==> config.mk <==
export PLATFORM = sky130hd
export DESIGN_NAME = irq_latch_arbiter
export DESIGN_NICKNAME = d
export VERILOG_FILES = /design/src/rtl/irq_arb_pkg.sv /design/src/rtl/irq_prio_pick.sv /design/src/rtl/irq_mask_ctrl.sv /design/src/rtl/irq_latch_arbiter.sv
export SDC_FILE = /design/constraint.sdc
export NUM_CORES = 1
export LEC_CHECK = 0
export CORE_MARGIN = 2
export CORE_UTILIZATION = 38
export DETAILED_ROUTE_END_ITERATION = 10
export PLACE_DENSITY = 0.76
export SLEW_MARGIN = 0
export SYNTH_ARGS = -nofsm -noshare
export SYNTH_HDL_FRONTEND = slang
export SYNTH_HIERARCHICAL = 1
export SYNTH_SLANG_ARGS = --single-unit
==> constraint.sdc <==
create_clock -name clk -period 2 [get_ports clk]
set_input_delay 0.4 -clock clk [delete_from_list [all_inputs] [get_ports clk]]
set_output_delay 0.4 -clock clk [all_outputs]
set_load 0.01 [all_outputs]
==> src/rtl/irq_arb_pkg.sv <==
package irq_arb_pkg;
   localparam int CODE_IDLE  = 0;
   localparam int CODE_BRK   = 1;
   localparam int CODE_SWI   = 2;
   localparam int CODE_LINE0 = 3;

   function automatic int code_width(input int n_lines);
      return $clog2(n_lines + CODE_LINE0);
   endfunction
endpackage

==> src/rtl/irq_prio_pick.sv <==
module irq_prio_pick
   import irq_arb_pkg::*;
#(
   parameter int N_LINES   = 8,
   parameter int CODE_W    = 4,
   parameter bit LOW_FIRST = 1'b1
) (
   input  logic [N_LINES-1:0] req,
   input  logic               swi,
   input  logic               brk,
   input  logic               mask,
   output logic [CODE_W-1:0]  code
);
   logic [CODE_W-1:0] hw_code;

   generate
      if (LOW_FIRST) begin : g_low_first
         always_comb begin
            hw_code = CODE_W'(CODE_IDLE);
            for (int i = N_LINES - 1; i >= 0; i--)
               if (req[i]) hw_code = CODE_W'(i + CODE_LINE0);
         end
      end else begin : g_high_first
         always_comb begin
            hw_code = CODE_W'(CODE_IDLE);
            for (int i = 0; i < N_LINES; i++)
               if (req[i]) hw_code = CODE_W'(i + CODE_LINE0);
         end
      end
   endgenerate

   always_comb begin
      if (brk)       code = CODE_W'(CODE_BRK);
      else if (swi)  code = CODE_W'(CODE_SWI);
      else if (mask) code = CODE_W'(CODE_IDLE);
      else           code = hw_code;
   end
endmodule

==> src/rtl/irq_mask_ctrl.sv <==
module irq_mask_ctrl (
   input  logic clk,
   input  logic rst_n,
   input  logic enter,
   input  logic clr,
   input  logic restore,
   output logic mask
);
   logic mask_q;
   logic saved_q;

   always_ff @(posedge clk) begin
      if (!rst_n) begin
         mask_q  <= 1'b1;
         saved_q <= 1'b1;
      end else if (enter) begin
         saved_q <= mask_q;
         mask_q  <= 1'b1;
      end else if (clr) begin
         mask_q  <= 1'b0;
      end else if (restore) begin
         mask_q  <= saved_q;
      end
   end

   assign mask = mask_q;

   AST_RESTORE_SAVED: assert property (@(posedge clk) disable iff (!rst_n)
      enter |=> (saved_q == $past(mask_q))) else $error("saved mask lost");
endmodule

==> src/rtl/irq_latch_arbiter.sv <==
module irq_latch_arbiter
   import irq_arb_pkg::*;
#(
   parameter int  N_LINES   = 8,
   parameter bit  LOW_FIRST = 1'b1,
   localparam int CODE_W    = code_width(N_LINES)
) (
   input  logic               clk,
   input  logic               rst_n,
   input  logic [N_LINES-1:0] req,
   input  logic               swi,
   input  logic               brk,
   input  logic               start_proc,
   input  logic               serviced,
   input  logic               mask_clr,
   input  logic               rti_mask_restore,
   output logic [CODE_W-1:0]  vector_code,
   output logic               irq_pending,
   output logic [N_LINES-1:0] ack,
   output logic               mask
);
   generate
      if (N_LINES < 1) begin : g_bad_lines
         $error("N_LINES must be at least 1");
      end
   endgenerate

   logic [CODE_W-1:0]  pick_code;
   logic [CODE_W-1:0]  code_q;
   logic               pend_q;
   logic [N_LINES-1:0] ack_q;
   logic               take;
   logic               release_now;
   logic               code_is_line;

   irq_prio_pick #(
      .N_LINES   (N_LINES),
      .CODE_W    (CODE_W),
      .LOW_FIRST (LOW_FIRST)
   ) u_pick (
      .req  (req),
      .swi  (swi),
      .brk  (brk),
      .mask (mask),
      .code (pick_code)
   );

   assign take         = start_proc && !pend_q && (pick_code != CODE_W'(CODE_IDLE));
   assign release_now  = pend_q && (serviced || mask_clr);
   assign code_is_line = (code_q >= CODE_W'(CODE_LINE0));

   irq_mask_ctrl u_mask (
      .clk     (clk),
      .rst_n   (rst_n),
      .enter   (take),
      .clr     (mask_clr),
      .restore (rti_mask_restore),
      .mask    (mask)
   );

   always_ff @(posedge clk) begin
      if (!rst_n) begin
         pend_q <= 1'b0;
         code_q <= CODE_W'(CODE_IDLE);
         ack_q  <= '0;
      end else begin
         ack_q <= '0;
         if (take) begin
            pend_q <= 1'b1;
            code_q <= pick_code;
         end else if (release_now) begin
            pend_q <= 1'b0;
            code_q <= CODE_W'(CODE_IDLE);
            if (serviced && code_is_line)
               ack_q <= N_LINES'(1) << (code_q - CODE_W'(CODE_LINE0));
         end
      end
   end

   assign vector_code = code_q;
   assign irq_pending = pend_q;
   assign ack         = ack_q;

   AST_HOLD_LATCHED: assert property (@(posedge clk) disable iff (!rst_n)
      (pend_q && !serviced && !mask_clr) |=> (pend_q && $stable(code_q))) else $error("latched code moved");
   AST_ENTRY_MASKS: assert property (@(posedge clk) disable iff (!rst_n)
      $rose(pend_q) |-> mask) else $error("mask not set on entry");
   AST_HW_GATED: assert property (@(posedge clk) disable iff (!rst_n)
      ($rose(pend_q) && (code_q >= CODE_W'(CODE_LINE0))) |-> !$past(mask)) else $error("masked line won");
   AST_ACK_ONEHOT: assert property (@(posedge clk) disable iff (!rst_n)
      $onehot0(ack_q)) else $error("ack not one-hot");
   AST_ACK_SINGLE: assert property (@(posedge clk) disable iff (!rst_n)
      (|ack_q) |=> (ack_q == '0)) else $error("ack too long");
   AST_RELEASE: assert property (@(posedge clk) disable iff (!rst_n)
      release_now |=> !pend_q) else $error("not released");
   AST_CLR_MASK: assert property (@(posedge clk) disable iff (!rst_n)
      (mask_clr && !take) |=> !mask) else $error("mask not cleared");
endmodule

### After elaboration in Yosys (flattened, before gate mapping)

Cells that the tools add are included.
W data, S select, Z words.

| storage, ports and cells | value |
|---|---|
| register bits | 15 |
| input port bits | 16 |
| output and inout port bits | 14 |
| logic and storage cells | 39 |

| cells by class | value |
|---|---|
| $add $sub $neg | 1 |
| magnitude comparators | 1 |
| shifts and indexed selects | 1 |
| multiplexer cells | 17 |
| bitwise logic cells | 3 |
| reduce and logical (&&, ||, !) cells | 11 |

Operators by type and width:

| kind | number |
|---|---|
| $mux W4 | 13 |
| $shl A1 B4 Y8 const A | 1 |
| $ge A4 B2 Y1 const B | 1 |
| $logic_and A1 B1 Y1 | 4 |
| $mux W1 | 4 |
| $reduce_bool A2 Y1 | 2 |
| $reduce_bool A4 Y1 | 1 |
| $reduce_or A4 Y1 | 1 |
| $sub A4 B2 Y4 const B | 1 |
| $not A1 Y1 | 3 |
| $reduce_or A2 Y1 | 1 |
| $logic_not A1 Y1 | 1 |
| $logic_or A1 B1 Y1 | 1 |

### Logic depth before layout (Yosys ltp)

| logic depth | value |
|---|---|
| depth in word-level cells | 14 |
| gate-level depth with buffers | 7 |
| depth with buffers taken out | 7 |

### By module

The synthesis kept the hierarchy.

Modules (own cells, without submodules):

| module | instances | cells each | area an instance (µm²) | seq. area each (µm²) |
|---|---|---|---|---|
| irq_latch_arbiter | 1 | 41 | 444.2 | 260.2 |
| irq_prio_pick | 1 | 18 | 103.8 | 0.0 |
| irq_mask_ctrl | 1 | 7 | 78.8 | 40.0 |

### Least setup slack after synthesis

OpenSTA, ideal clock, no wires.

| timing path | value |
|---|---|
| kind | in2reg |
| start | input brk |
| end | register u_mask.saved_q |
| library setup time | 115 ps |
| data arrival time | 1764 ps |
| required time | 1885 ps |
| path slack | 120 ps |
| cell stages on the path | 6 |
| buffers on the path | 0 |
| path through | or4_1 -> o221ai_1 -> nor4_2 -> nor3_1 -> mux2i_1 -> nand2_1 |

| between the ends | value |
|---|---|
| word-level cells in the longest chain between the ends | 3 |

Ends and longest elaborated chain:

| item | RTL line | source |
|---|---|---|
| start: declaration | irq_latch_arbiter.sv:12 | `input logic brk,` |
| $mux W4 | irq_prio_pick.sv:33 | `if (brk) code = CODE_W'(CODE_BRK);` |
| via pick_code[1] | irq_latch_arbiter.sv:28 | `logic [CODE_W-1:0] pick_code;` |
| $reduce_bool A4 Y1 | irq_latch_arbiter.sv:48 | `assign take = start_proc && !pend_q && (pick_code != CODE_W'(CODE_IDLE));` |
| $logic_and A1 B1 Y1 | irq_latch_arbiter.sv:48 |  |
| via take | irq_latch_arbiter.sv:32 | `logic take;` |
| end signal: assignment | irq_mask_ctrl.sv:17 | `saved_q <= mask_q;` |
| end: declaration | irq_mask_ctrl.sv:10 | `logic saved_q;` |

The timed path passes the listed nets, and every way through them passes these cells.
A chain may end at the register's enable or synchronous reset.

### Worst setup path after layout

| timing path | value |
|---|---|
| start | input req[6] |
| end | register u_mask.mask_q, in the netlist u_mask/mask |

| between the ends | value |
|---|---|
| word-level cells in the longest chain between the ends | 13 |

Ends and longest elaborated chain:

| item | RTL line | source |
|---|---|---|
| start: declaration | irq_latch_arbiter.sv:10 | `input logic [N_LINES-1:0] req,` |
| $mux W4 (7 in series) | irq_prio_pick.sv:21 | `if (req[i]) hw_code = CODE_W'(i + CODE_LINE0);` |
| $mux W4 | irq_prio_pick.sv:35 | `else if (mask) code = CODE_W'(CODE_IDLE);` |
| $mux W4 | irq_prio_pick.sv:34 | `else if (swi) code = CODE_W'(CODE_SWI);` |
| $mux W4 | irq_prio_pick.sv:33 |  |
| via pick_code[0] | irq_latch_arbiter.sv:28 |  |
| $reduce_bool A4 Y1 | irq_latch_arbiter.sv:48 |  |
| $logic_and A1 B1 Y1 | irq_latch_arbiter.sv:48 |  |
| via take | irq_latch_arbiter.sv:32 |  |
| $reduce_or A2 Y1 (no source line) | -- |  |
| end signal: assignment | irq_mask_ctrl.sv:22 | `mask_q <= saved_q;` |
| end: declaration | irq_mask_ctrl.sv:9 | `logic mask_q;` |

The timed path passes the listed nets, and every way through them passes these cells.

==> metrics <==
layout cells sized above 1=24.5%; Setup crit start=req[6]; Vias=668; Hold Vio Cnt, Final=0; CTS clk-pin slew, worst paths=0.09 ns; H-tree level count=1; Max transition margin=71.2%; Reg2Reg Depth=5; setup slack after placement=-0.388 ns; syn_nets=82; Die W=44.6 um; leakage=0.449 nW; first-pass GRT wire length=2.52 mm; largest net degree at the start of global routing=10; clk buf depth=2; Die ar.=1990 um2; synthesized instance count=66; Post-Syn Area per Cell=9.50 um2; R2R Setup Slk=0.15 ns; Worst Path Required=2.18 ns; crit path DAT=2.16 ns; CTS buffer count=3; r2r endpoint=vector_code[0]$_SDFFE_PN0P_; CTS tree=built; worst r2r src=u_mask/mask$_SDFFE_PP1P_; initial drt markers=11; Peak VDD IR=0.325 mV; clock skew=0.00828 ns; Min-Delay Path Class=flop to flop; initial core utilization=41.1%; I/O Pins=30; Setup crit end=u_mask/mask$_SDFFE_PP1P_; Clock Latency Late Sink=0.28 ns; final slew viol count=0; die span in y=44.6 um; first-pass iteration count of the detailed router=4; GP Congestion=0.742; CORE AREA=1520 um2; clock sink count=15; register area share after synthesis=47.9%; Yosys reg bits=15; status=finished clean; Post-DP HPWL=1.14 mm; synthesized area=627 um2; CP Class=primary input to flop; # diodes=0; total track usage=18.1%; Max-cap violations=0; Final period util=99.0%; Final ANT Viol Nets=0; initial antenna violation count=0; Area growth, synth to finish=76.0%; Yosys Warn Count=6; RSZ-0062 raised after global routing=yes; final wirelength=1.61 mm; Tmin final=1.98 ns; CTS Root Cell=clkbuf_4; vias per std cell=5.30; IO buf count=29; crit start category=primary input; vias in the first global route=617; fin worst setup slack=0.0198 ns; DRC viols=0; measured slew at the worst slew-check pin=0.431 ns; power per cell area=552 nW/um2; Distinct cells, synth=26; Crit. End Element=flop; Final Setup Violations=0; grt ovf=0; fin nets=127; setup TNS=0 ns; Final Power=0.000609 W; DR WL/cell=12.8 um; num rows=14; Crit Path Max Fanout=2; maximum clock rate=505 MHz
==> per-layer routing <==
layer	wire [um]	GRT usage, %
met3	78	2.86
met1	618	17.0
met4	43	9.09
met2	872	36.2
met5	0	0
==> report_power, final <==
part / switching [W] / internal, W / total (W)
Clock: 0.0000950 / 0.0000741 / 0.000169
Sequential: 0.0000120 / 0.000306 / 0.000318
Combinational: 0.0000489 / 0.0000734 / 0.000122
==> placed cells by master (no fill, tap or decap), types with 2 or more instances in the layout <==
master and instances:
a22o_1 4, buf_4 11, clkbuf_4 3, clkdlybuf4s50_1 24, dfxtp_1 15, dlygate4sd2_1 3, dlymetal6s2s_1 2, inv_1 4
mux2i_1 2, nand2_1 3, nand2b_1 2, nand3_1 2, nor2_1 11, nor3_1 2, nor3_2 2, nor3b_1 2
==> cells by family (layout without fill, tap and decap cells) <==
| family | after synthesis | after routing | share of synthesized area [%] |
|---|---|---|---|
| mux | 2 | 2 | 3.19 |
| flops | 15 | 15 | 47.9 |
| compound gates | 13 | 13 | 18.6 |
| simple gates | 32 | 32 | 27.9 |
| buf+inv | 4 | 48 | 2.39 |
==> registers in the layout, summed over array words and instances, names as in the netlist <==
| signal | cells |
|---|---|
| ack | 8 |
| irq_pending | 1 |
| u_mask/mask | 1 |
| u_mask/saved_q | 1 |
| vector_code | 4 |
==> Yosys cell counts <==
| master | n | area, um2 |
|---|---|---|
| nor4_1 | 1 | 6.26 |
| o41ai_1 | 1 | 8.76 |
| o21ai_2 | 1 | 8.76 |
| o21a_1 | 1 | 7.51 |
| nor3b_1 | 3 | 22.5 |
| nor2_1 | 11 | 41.3 |
| nand3_1 | 2 | 10.0 |
| and4b_1 | 1 | 10.0 |
| inv_1 | 4 | 15.0 |
| or3b_2 | 1 | 8.76 |
| or4_1 | 1 | 7.51 |
| nor4_2 | 1 | 12.5 |
| o21ai_0 | 1 | 5.00 |
| o221ai_1 | 1 | 8.76 |
| o311a_4 | 1 | 21.3 |
| a211oi_1 | 1 | 7.51 |
| a21oi_1 | 1 | 5.00 |
| nor3_1 | 4 | 20.0 |
| a22o_1 | 4 | 35.0 |
| nor2b_1 | 1 | 6.26 |
| nand2_1 | 3 | 11.3 |
| mux2i_1 | 2 | 20.0 |
| nand2b_1 | 2 | 12.5 |
| a221oi_1 | 1 | 8.76 |
| and3_1 | 1 | 6.26 |
| dfxtp_1 | 15 | 300 |
==> what timing repair did <==
action	4_1_cts	5_1_grt
endpoints found under the hold margin	0	0
setup endpoints to repair	7	7
pin swaps	5	6
setup buffers	0	2
resized for setup	10	5
hold buffers	0	0
==> worst min-delay path by stage <==
stage	to	cells past startpoint	from
6_report	ack[0]$_SDFF_PP0_	1	vector_code[2]$_SDFFE_PN0P_
5_1_grt	u_mask/saved_q$_SDFFE_PN1P_	2	u_mask/saved_q$_SDFFE_PN1P_
4_1_cts	u_mask/saved_q$_SDFFE_PN1P_	2	u_mask/saved_q$_SDFFE_PN1P_
3_5_place_dp	u_mask/saved_q$_SDFFE_PN1P_	2	u_mask/saved_q$_SDFFE_PN1P_
3_3_place_gp	ack[0]$_SDFF_PP0_	1	vector_code[2]$_SDFFE_PN0P_
2_1_floorplan	u_mask/saved_q$_SDFFE_PN1P_	2	u_mask/saved_q$_SDFFE_PN1P_
==> layout make-up <==
cell class                 count  area, um2
fill                         120        420
timing repair buffer          40        374
multi-input combinational     47        367
sequential                    15        300
clock buffer                   3       22.5
tap                           16       20.0
inverter                       4       15.0
clock inverter                 1       5.00
==> worst max-delay path, cell delays in order <==
cell,delay (ns)
clkdlybuf4s50_1,0.41
buf_4,0.14
a221oi_1,0.30
o41ai_2,0.12
buf_4,0.16
nor4_4,0.19
nor3_2,0.09
buf_4,0.15
nor2b_1,0.13
o21ai_2,0.06
==> per-stage QoR <==
stage | std cells | utilization [%] | cell area (um2) | hold slack (ns)
5_1_grt | 126 | 72.4 | 1100 | 0.505
3_5_place_dp | 120 | 65.9 | 1000 | 0.471
2_1_floorplan | 66 | - | 627 | 0.440
6_report | 126 | 72.4 | 1100 | 0.486
3_3_place_gp | 120 | 65.9 | 1000 | 0.455
4_1_cts | 124 | 69.9 | 1060 | 0.489
Note: power is estimated with default switching activity, not from simulation.
